### config.mk
export PLATFORM = sky130hd
export DESIGN_NAME = dbg_clk_switch
export DESIGN_NICKNAME = d
export VERILOG_FILES = /design/src/rtl/dbg_clk_switch.sv
export SDC_FILE = /design/constraint.sdc
export NUM_CORES = 1
export LEC_CHECK = 0
export BUFFER_PORTS_ARGS = -buffer_cell sky130_fd_sc_hd__buf_4
export CORE_AREA = 5 5 42 44
export CTS_CLUSTER_DIAMETER = 50
export DETAILED_ROUTE_END_ITERATION = 7
export DIE_AREA = 0 0 47 49
export GPL_ROUTABILITY_DRIVEN = 0
export HOLD_SLACK_MARGIN = 0.08
export PLACE_DENSITY = 0.64
export SLEW_MARGIN = 10
export SYNTH_ARGS = -nofsm -noshare
export SYNTH_HDL_FRONTEND = slang
export SYNTH_SLANG_ARGS = --single-unit
### constraint.sdc
create_clock -name clk -period 1.5 [get_ports clk]
set_clock_uncertainty 0.15 [all_clocks]
set_input_delay 0.075 -clock clk [delete_from_list [all_inputs] [get_ports clk]]
set_output_delay 0.075 -clock clk [all_outputs]
set_load 0.02 [all_outputs]
### src/rtl/dbg_clk_switch.sv
module dbg_clk_switch #(
  parameter int ST_W = 4,
  parameter int IR_W = 4,
  parameter int CH_W = 4,
  parameter logic [ST_W-1:0] RTI_CODE     = 4'h1,
  parameter logic [IR_W-1:0] RESTART_CODE = 4'h4,
  parameter logic [IR_W-1:0] INTEST_CODE  = 4'hC,
  parameter logic [IR_W-1:0] EXTEST_CODE  = 4'h0
) (
  input  logic            clk,
  input  logic            rst_n,
  input  logic            mclk,
  input  logic            tck,
  input  logic [ST_W-1:0] tap_state,
  input  logic [IR_W-1:0] tap_instr,
  input  logic [CH_W-1:0] scan_chain,
  input  logic            dbg_req,
  input  logic            test_mode,
  input  logic            wait_req,
  output logic            dclk,
  output logic            dbg_ack,
  output logic            core_clk,
  output logic            sys_clk,
  output logic            core_wait
);

  typedef enum logic [2:0] {
    M_MEM, M_ACKW, M_GAPIN, M_DBG, M_TEST, M_GAPOUT
  } mode_t;

  mode_t mode, mode_nx;
  logic  tck_q;

  wire in_rti   = (tap_state == RTI_CODE);
  wire restart  = (tap_instr == RESTART_CODE);
  wire test_ok  = in_rti && (tap_instr == INTEST_CODE) && (scan_chain == '0);
  wire dbg_ok   = in_rti && !restart;
  wire tck_rise = tck && !tck_q;
  wire mem_sel  = (mode == M_MEM) || (mode == M_ACKW);
  wire dck_sel  = (mode == M_DBG) || (mode == M_TEST);
  wire gen_en   = ((mode == M_DBG) && dbg_ok) || ((mode == M_TEST) && test_ok);

  always_comb begin
    mode_nx = mode;
    case (mode)
      M_MEM: begin
        if (test_mode) begin
          if (!mclk) mode_nx = M_TEST;
        end else if (dbg_req && mclk) begin
          mode_nx = M_ACKW;
        end
      end
      M_ACKW:   if (!mclk) mode_nx = M_GAPIN;
      M_GAPIN:  mode_nx = M_DBG;
      M_DBG:    if (in_rti && restart) mode_nx = M_GAPOUT;
      M_TEST:   if (!test_mode && restart) mode_nx = M_GAPOUT;
      M_GAPOUT: if (!mclk) mode_nx = M_MEM;
      default:  mode_nx = M_MEM;
    endcase
  end

  always_ff @(posedge clk or negedge rst_n) begin
    if (!rst_n) begin
      mode  <= M_MEM;
      tck_q <= 1'b0;
      dclk  <= 1'b0;
    end else begin
      mode  <= mode_nx;
      tck_q <= tck;
      dclk  <= gen_en && tck_rise;
    end
  end

  assign dbg_ack   = (mode == M_ACKW) || (mode == M_GAPIN) || (mode == M_DBG);
  assign core_clk  = (mem_sel && mclk) || (dck_sel && dclk);
  assign sys_clk   = core_clk;
  assign core_wait = mem_sel && wait_req;

  assert_ack_in_mclk_high_R2: assert property (@(posedge clk) disable iff (!rst_n)
    $rose(dbg_ack) |-> $past(mclk));

  assert_gap_low_R3: assert property (@(posedge clk) disable iff (!rst_n)
    ((mode == M_GAPIN) || (mode == M_GAPOUT)) |-> !core_clk);

  assert_sys_copy_R4: assert property (@(posedge clk) disable iff (!rst_n)
    sys_clk == core_clk);

  assert_wait_blocked_R5: assert property (@(posedge clk) disable iff (!rst_n)
    (mode == M_DBG) |-> !core_wait);

  assert_pulse_width_R6: assert property (@(posedge clk) disable iff (!rst_n)
    dclk |=> !dclk);

  assert_exit_on_restart_R7: assert property (@(posedge clk) disable iff (!rst_n)
    $fell(dbg_ack) |-> $past(tap_instr == RESTART_CODE && tap_state == RTI_CODE));

  assert_test_gate_R9: assert property (@(posedge clk) disable iff (!rst_n)
    (dclk && $past(mode == M_TEST)) |->
      $past(tap_state == RTI_CODE && tap_instr == INTEST_CODE && scan_chain == '0));

  assert_no_extest_pulse_R9: assert property (@(posedge clk) disable iff (!rst_n)
    ($past(mode == M_TEST) && $past(tap_instr == EXTEST_CODE)) |-> !dclk);

  assert_mem_dclk_low_R11: assert property (@(posedge clk) disable iff (!rst_n)
    ($past(mode == M_MEM) && (mode == M_MEM)) |-> !dclk);

endmodule

# After elaboration in Yosys (flattened, before gate mapping)
# Cells that the tools add are included.
[totals]
out_inout_bits = 5
input_bits = 19
wordCells = 50
reg_bits = 5
[op_classes]
n_mux = 8
n_reduce_logical = 25
n_eq_ne = 14
[op_table]
columns = ["cell", "n"]
rows = [
  ["$mux W3", 7],
  ["$pmux W3 S6", 1],
  ["$logic_and A1 B1 Y1", 13],
  ["$eq A3 B2 Y1 const B", 2],
  ["$eq A3 B3 Y1 const B", 2],
  ["$logic_or A1 B1 Y1", 6],
  ["$reduce_and A6 Y1", 1],
  ["$eq A4 B1 Y1 const B", 1],
  ["$eq A4 B3 Y1 const B", 1],
  ["$eq A4 B4 Y1 const B", 1],
  ["$logic_not A4 Y1", 1],
  ["$ne A2 B1 Y1 const B", 2],
  ["$ne A2 B2 Y1 const B", 2],
  ["$eq A3 B1 Y1 const B", 1],
  ["$logic_not A1 Y1", 3],
  ["$logic_not A3 Y1", 1],
  ["$ne A3 B2 Y1 const B", 1],
  ["$ne A3 B3 Y1 const B", 1],
]

# Depth between registers and ports, before layout
[logic_depth]
depth_word = 6
mapped_depth = 5
depth_no_buf = 3

# Worst setup path after synthesis
# Ideal clock, no wire load.
[synth_path]
path_kind = "register to output"
start = "register mode[0]"
end = "output sys_clk"
path_buffers = 1
t_required_ns = 1.275
path_slack_ns = -0.179
t_arrival_ns = 1.454
path_stages_with_launch = 5
path_cell_list = "dfrtp_1 -> nand3b_1 -> o21a_1 -> o21ai_0 -> buf_4"
[synth_between]
elab_chain_cells = 4
word_cells_on_any_way = 9
classes_between = "eq/ne (3); reduce/logical (6)"
[synth_rtl]
columns = ["item", "line_no", "source"]
rows = [
  ["from (decl)", "31", "mode_t mode, mode_nx;"],
  ["from (signal assigned)", "68", "mode <= mode_nx;"],
  ["$eq A3 B1 Y1, or another cell as far along", "39", "wire mem_sel = (mode == M_MEM) || (mode == M_ACKW);"],
  ["$logic_or A1 B1 Y1, on equally long branches", "39, 40", ""],
  ["$logic_and A1 B1 Y1", "75", "assign core_clk = (mem_sel && mclk) || (dck_sel && dclk);"],
  ["$logic_or A1 B1 Y1 (*)", "75", ""],
  ["to (decl)", "23", "output logic sys_clk,"],
]
# Mark *: on every way between the ends. The rest lies on a longest branch, timed or not.

# Worst setup path in the final report
[layout_path]
start = "input mclk"
end = "output sys_clk"
[layout_between]
elab_chain_cells = 2
[layout_rtl]
columns = ["item", "line_no", "source"]
rows = [
  ["from (decl)", "12", "input logic mclk,"],
  ["$logic_and A1 B1 Y1", "75", ""],
  ["$logic_or A1 B1 Y1", "75", ""],
]
# Every way passes these cells.

==> metrics <==
status finished clean; most common cell after layout, fill and taps aside buf_4; gr usage total about 10%; core area 1400 µm²; # port buffers 23; FF-to-FF End dclk; ys async rst share 100%; Core Util, Final 50.5%; register bit total from synthesis 5; Setup Crit Path Kind primary input to primary output; Placed Instance Area 528 µm²; H-Tree Depth 1; layout cells sized above 1 48.7%; CP endpoint kind primary output; gate count after technology mapping 36; die area 2300 µm²; worst r2r src mode[2]; hold_ws 0.103 ns; number of nets with antenna violations after routing 0; Startpoint Class primary input; total clock sinks 5; delay-heaviest family, CP buffers and inverters; Post-Route WL 1.07 mm; actual slew at the worst max-slew pin 0.372 ns; TritonCTS clock tree yes; Synth warnings 0; placed wire-length estimate between 800 and 900 µm; Seq/Total Area, Yosys roughly 34%; Iter 0 DRT Violations 3; # diodes 0; vias per cell about 4.7; maximum capacitance violations 0; Chip Width 47 µm; Filler cells roughly 140; initial antenna violation count 0; Final Setup Violations 0; CP required 1.27 ns; smallest setup slack after layout approximately 0.044 ns; vias in the first global route 435; Post-synth EDFFs 0; Slew HR 75.2%; first-pass GRT wire length about 1.6 mm; Fin. Hold Viols 0; CTS Buf Count 3; RSZ-0062 raised after global routing yes; Pins Over Slew Limit 0; unique cell type count in the Yosys netlist 24; Hold Crit Endpoint dclk; area grow syn2layout 93.8%; drt pass-1 iters 2; largest stage delay on the critical path 0.54 ns; GRT overflow 0; Clock Tree Root clkbuf_4; routed vias 429; CP dominant cell by count buf_4; period utilization 97.1%; Reg2Reg Depth 4; slowest CP cell dlygate4sd3_1; Worst Hold Path Cells 4; setup slack at placement 0.213 ns; FMAX around 0.69 GHz; final non-filler cell total 92; Row Count 14; fin area 708 µm²; worst skew pair latency 0.24 ns; commonest cells after routing, fill and taps aside buf_4 (26), dlygate4sd3_1 (12), a31oi_1 (3), clkbuf_4 (3), dfrtp_2 (3); Worst Hold Launch scan_chain[2]; # nets final 96; Hold Path Class primary input to flip-flop; crit-path max FO 4; synthesized area about 370 µm²; worst path cell trace dlygate4sd3_1 > buf_4 > inv_1 > o21a_1 > o21ai_2 > buf_4; prevailing post-synth register cell dfrtp_1; area of the multi-input gates 206 µm²; Syn Nets 55; Cell Pwr Density 871 nW/µm²; Tmin final 1.46 ns; DR DRC count 0; Leak ~0.33 nW; setup slack, reg-to-reg 0.14 ns; Initial Utilization 26.1%; WP buf/inv 4; clock slew at reported path FFs 0.04 ns; Avg Cell Area, Syn 10.1 µm²; FF+latch area between 100 and 150 µm²; Placed Cells 72; Longest Clk Path Bufs 2; crit path DAT 1.23 ns; Die Y 49 µm; peak supply drop approximately 0.6 mV; largest net degree at the start of global routing 11; I/O pin cnt 24; DR WL/cell 11.7 µm
## area by class of cell
type | count | share of cell area (%)
tap | 16 | 2.83
clock buffer | 4 | 3.71
sequential | 5 | 18.2
timing repair buffer | 39 | 45.1
inverter | 2 | 1.06
multi-input combinational | 26 | 29.2
## routing by layer
metal	track usage, %	wire (µm)
met5	0	0
met4	6.91	10
met3	2.21	70
met2	15.8	580
met1	11.1	414
## registers in the layout, summed over array words and instances (netlist names)
signal	cells
mode	3
tck_q	1
dclk	1
## report_power, final
part	internal, W	leakage, nW	switching, W
logic	0.000157	0.252	0.000118
clock network	0.000100	0.0150	0.0000517
registers	0.000160	0.0593	0.0000289
total	0.000418	0.326	0.000198
## worst max-delay path by stage
| stage | from | cells after the start | slack, ns | end |
|---|---|---|---|---|
| 2_1_floorplan | mode[0] | 4 | 0.03 | sys_clk |
| 3_3_place_gp | mode[2] | 4 | 0.24 | sys_clk |
| 3_5_place_dp | mode[0] | 4 | 0.21 | sys_clk |
| 4_1_cts | mclk | 6 | 0.006 | sys_clk |
| 5_1_grt | mode[0] | 4 | -0.03 | core_clk |
| 6_report | mclk | 6 | 0.04 | sys_clk |
## cell families (layout without fill, tap and decap cells)
| group | Yosys count | count (layout) | share of synthesized area, % |
|---|---|---|---|
| simple gates | 16 | 16 | 37.7 |
| flops | 5 | 5 | 34.2 |
| buf+inv | 5 | 45 | 10.3 |
| compound gates | 10 | 10 | 17.8 |
## stage by stage
step                total power, W  setup TNS [ns]
global placement          0.000394               0
CTS                       0.000592               0
detailed placement        0.000398               0
finish                    0.000616               0
floorplan                 0.000337               0
global route              0.000669         -0.0465
## cells in the mapped netlist, types with 2 or more instances
cell	n	area [µm²]
nand3b_1	2	15.0
dfrtp_1	5	125
and3b_1	2	17.5
nor2_1	2	7.51
nor3b_1	2	15.0
buf_6	2	22.5
inv_1	2	7.51
a31oi_1	3	18.8
## worst min-delay path, stage by stage
cell and delay [ns]:
buf_4 0.07, nor4_1 0.04, a31oi_1 0.20, nor3_2 0.06
## timing repair
item,in CTS,in global routing
endpoints found under the hold margin,10,0
buffers inserted,2,2
gates cloned,0,0
gates resized for setup,3,1
setup endpoints to repair,2,2
hold buffers,12,0
Note: power is estimated with default switching activity, not from simulation.
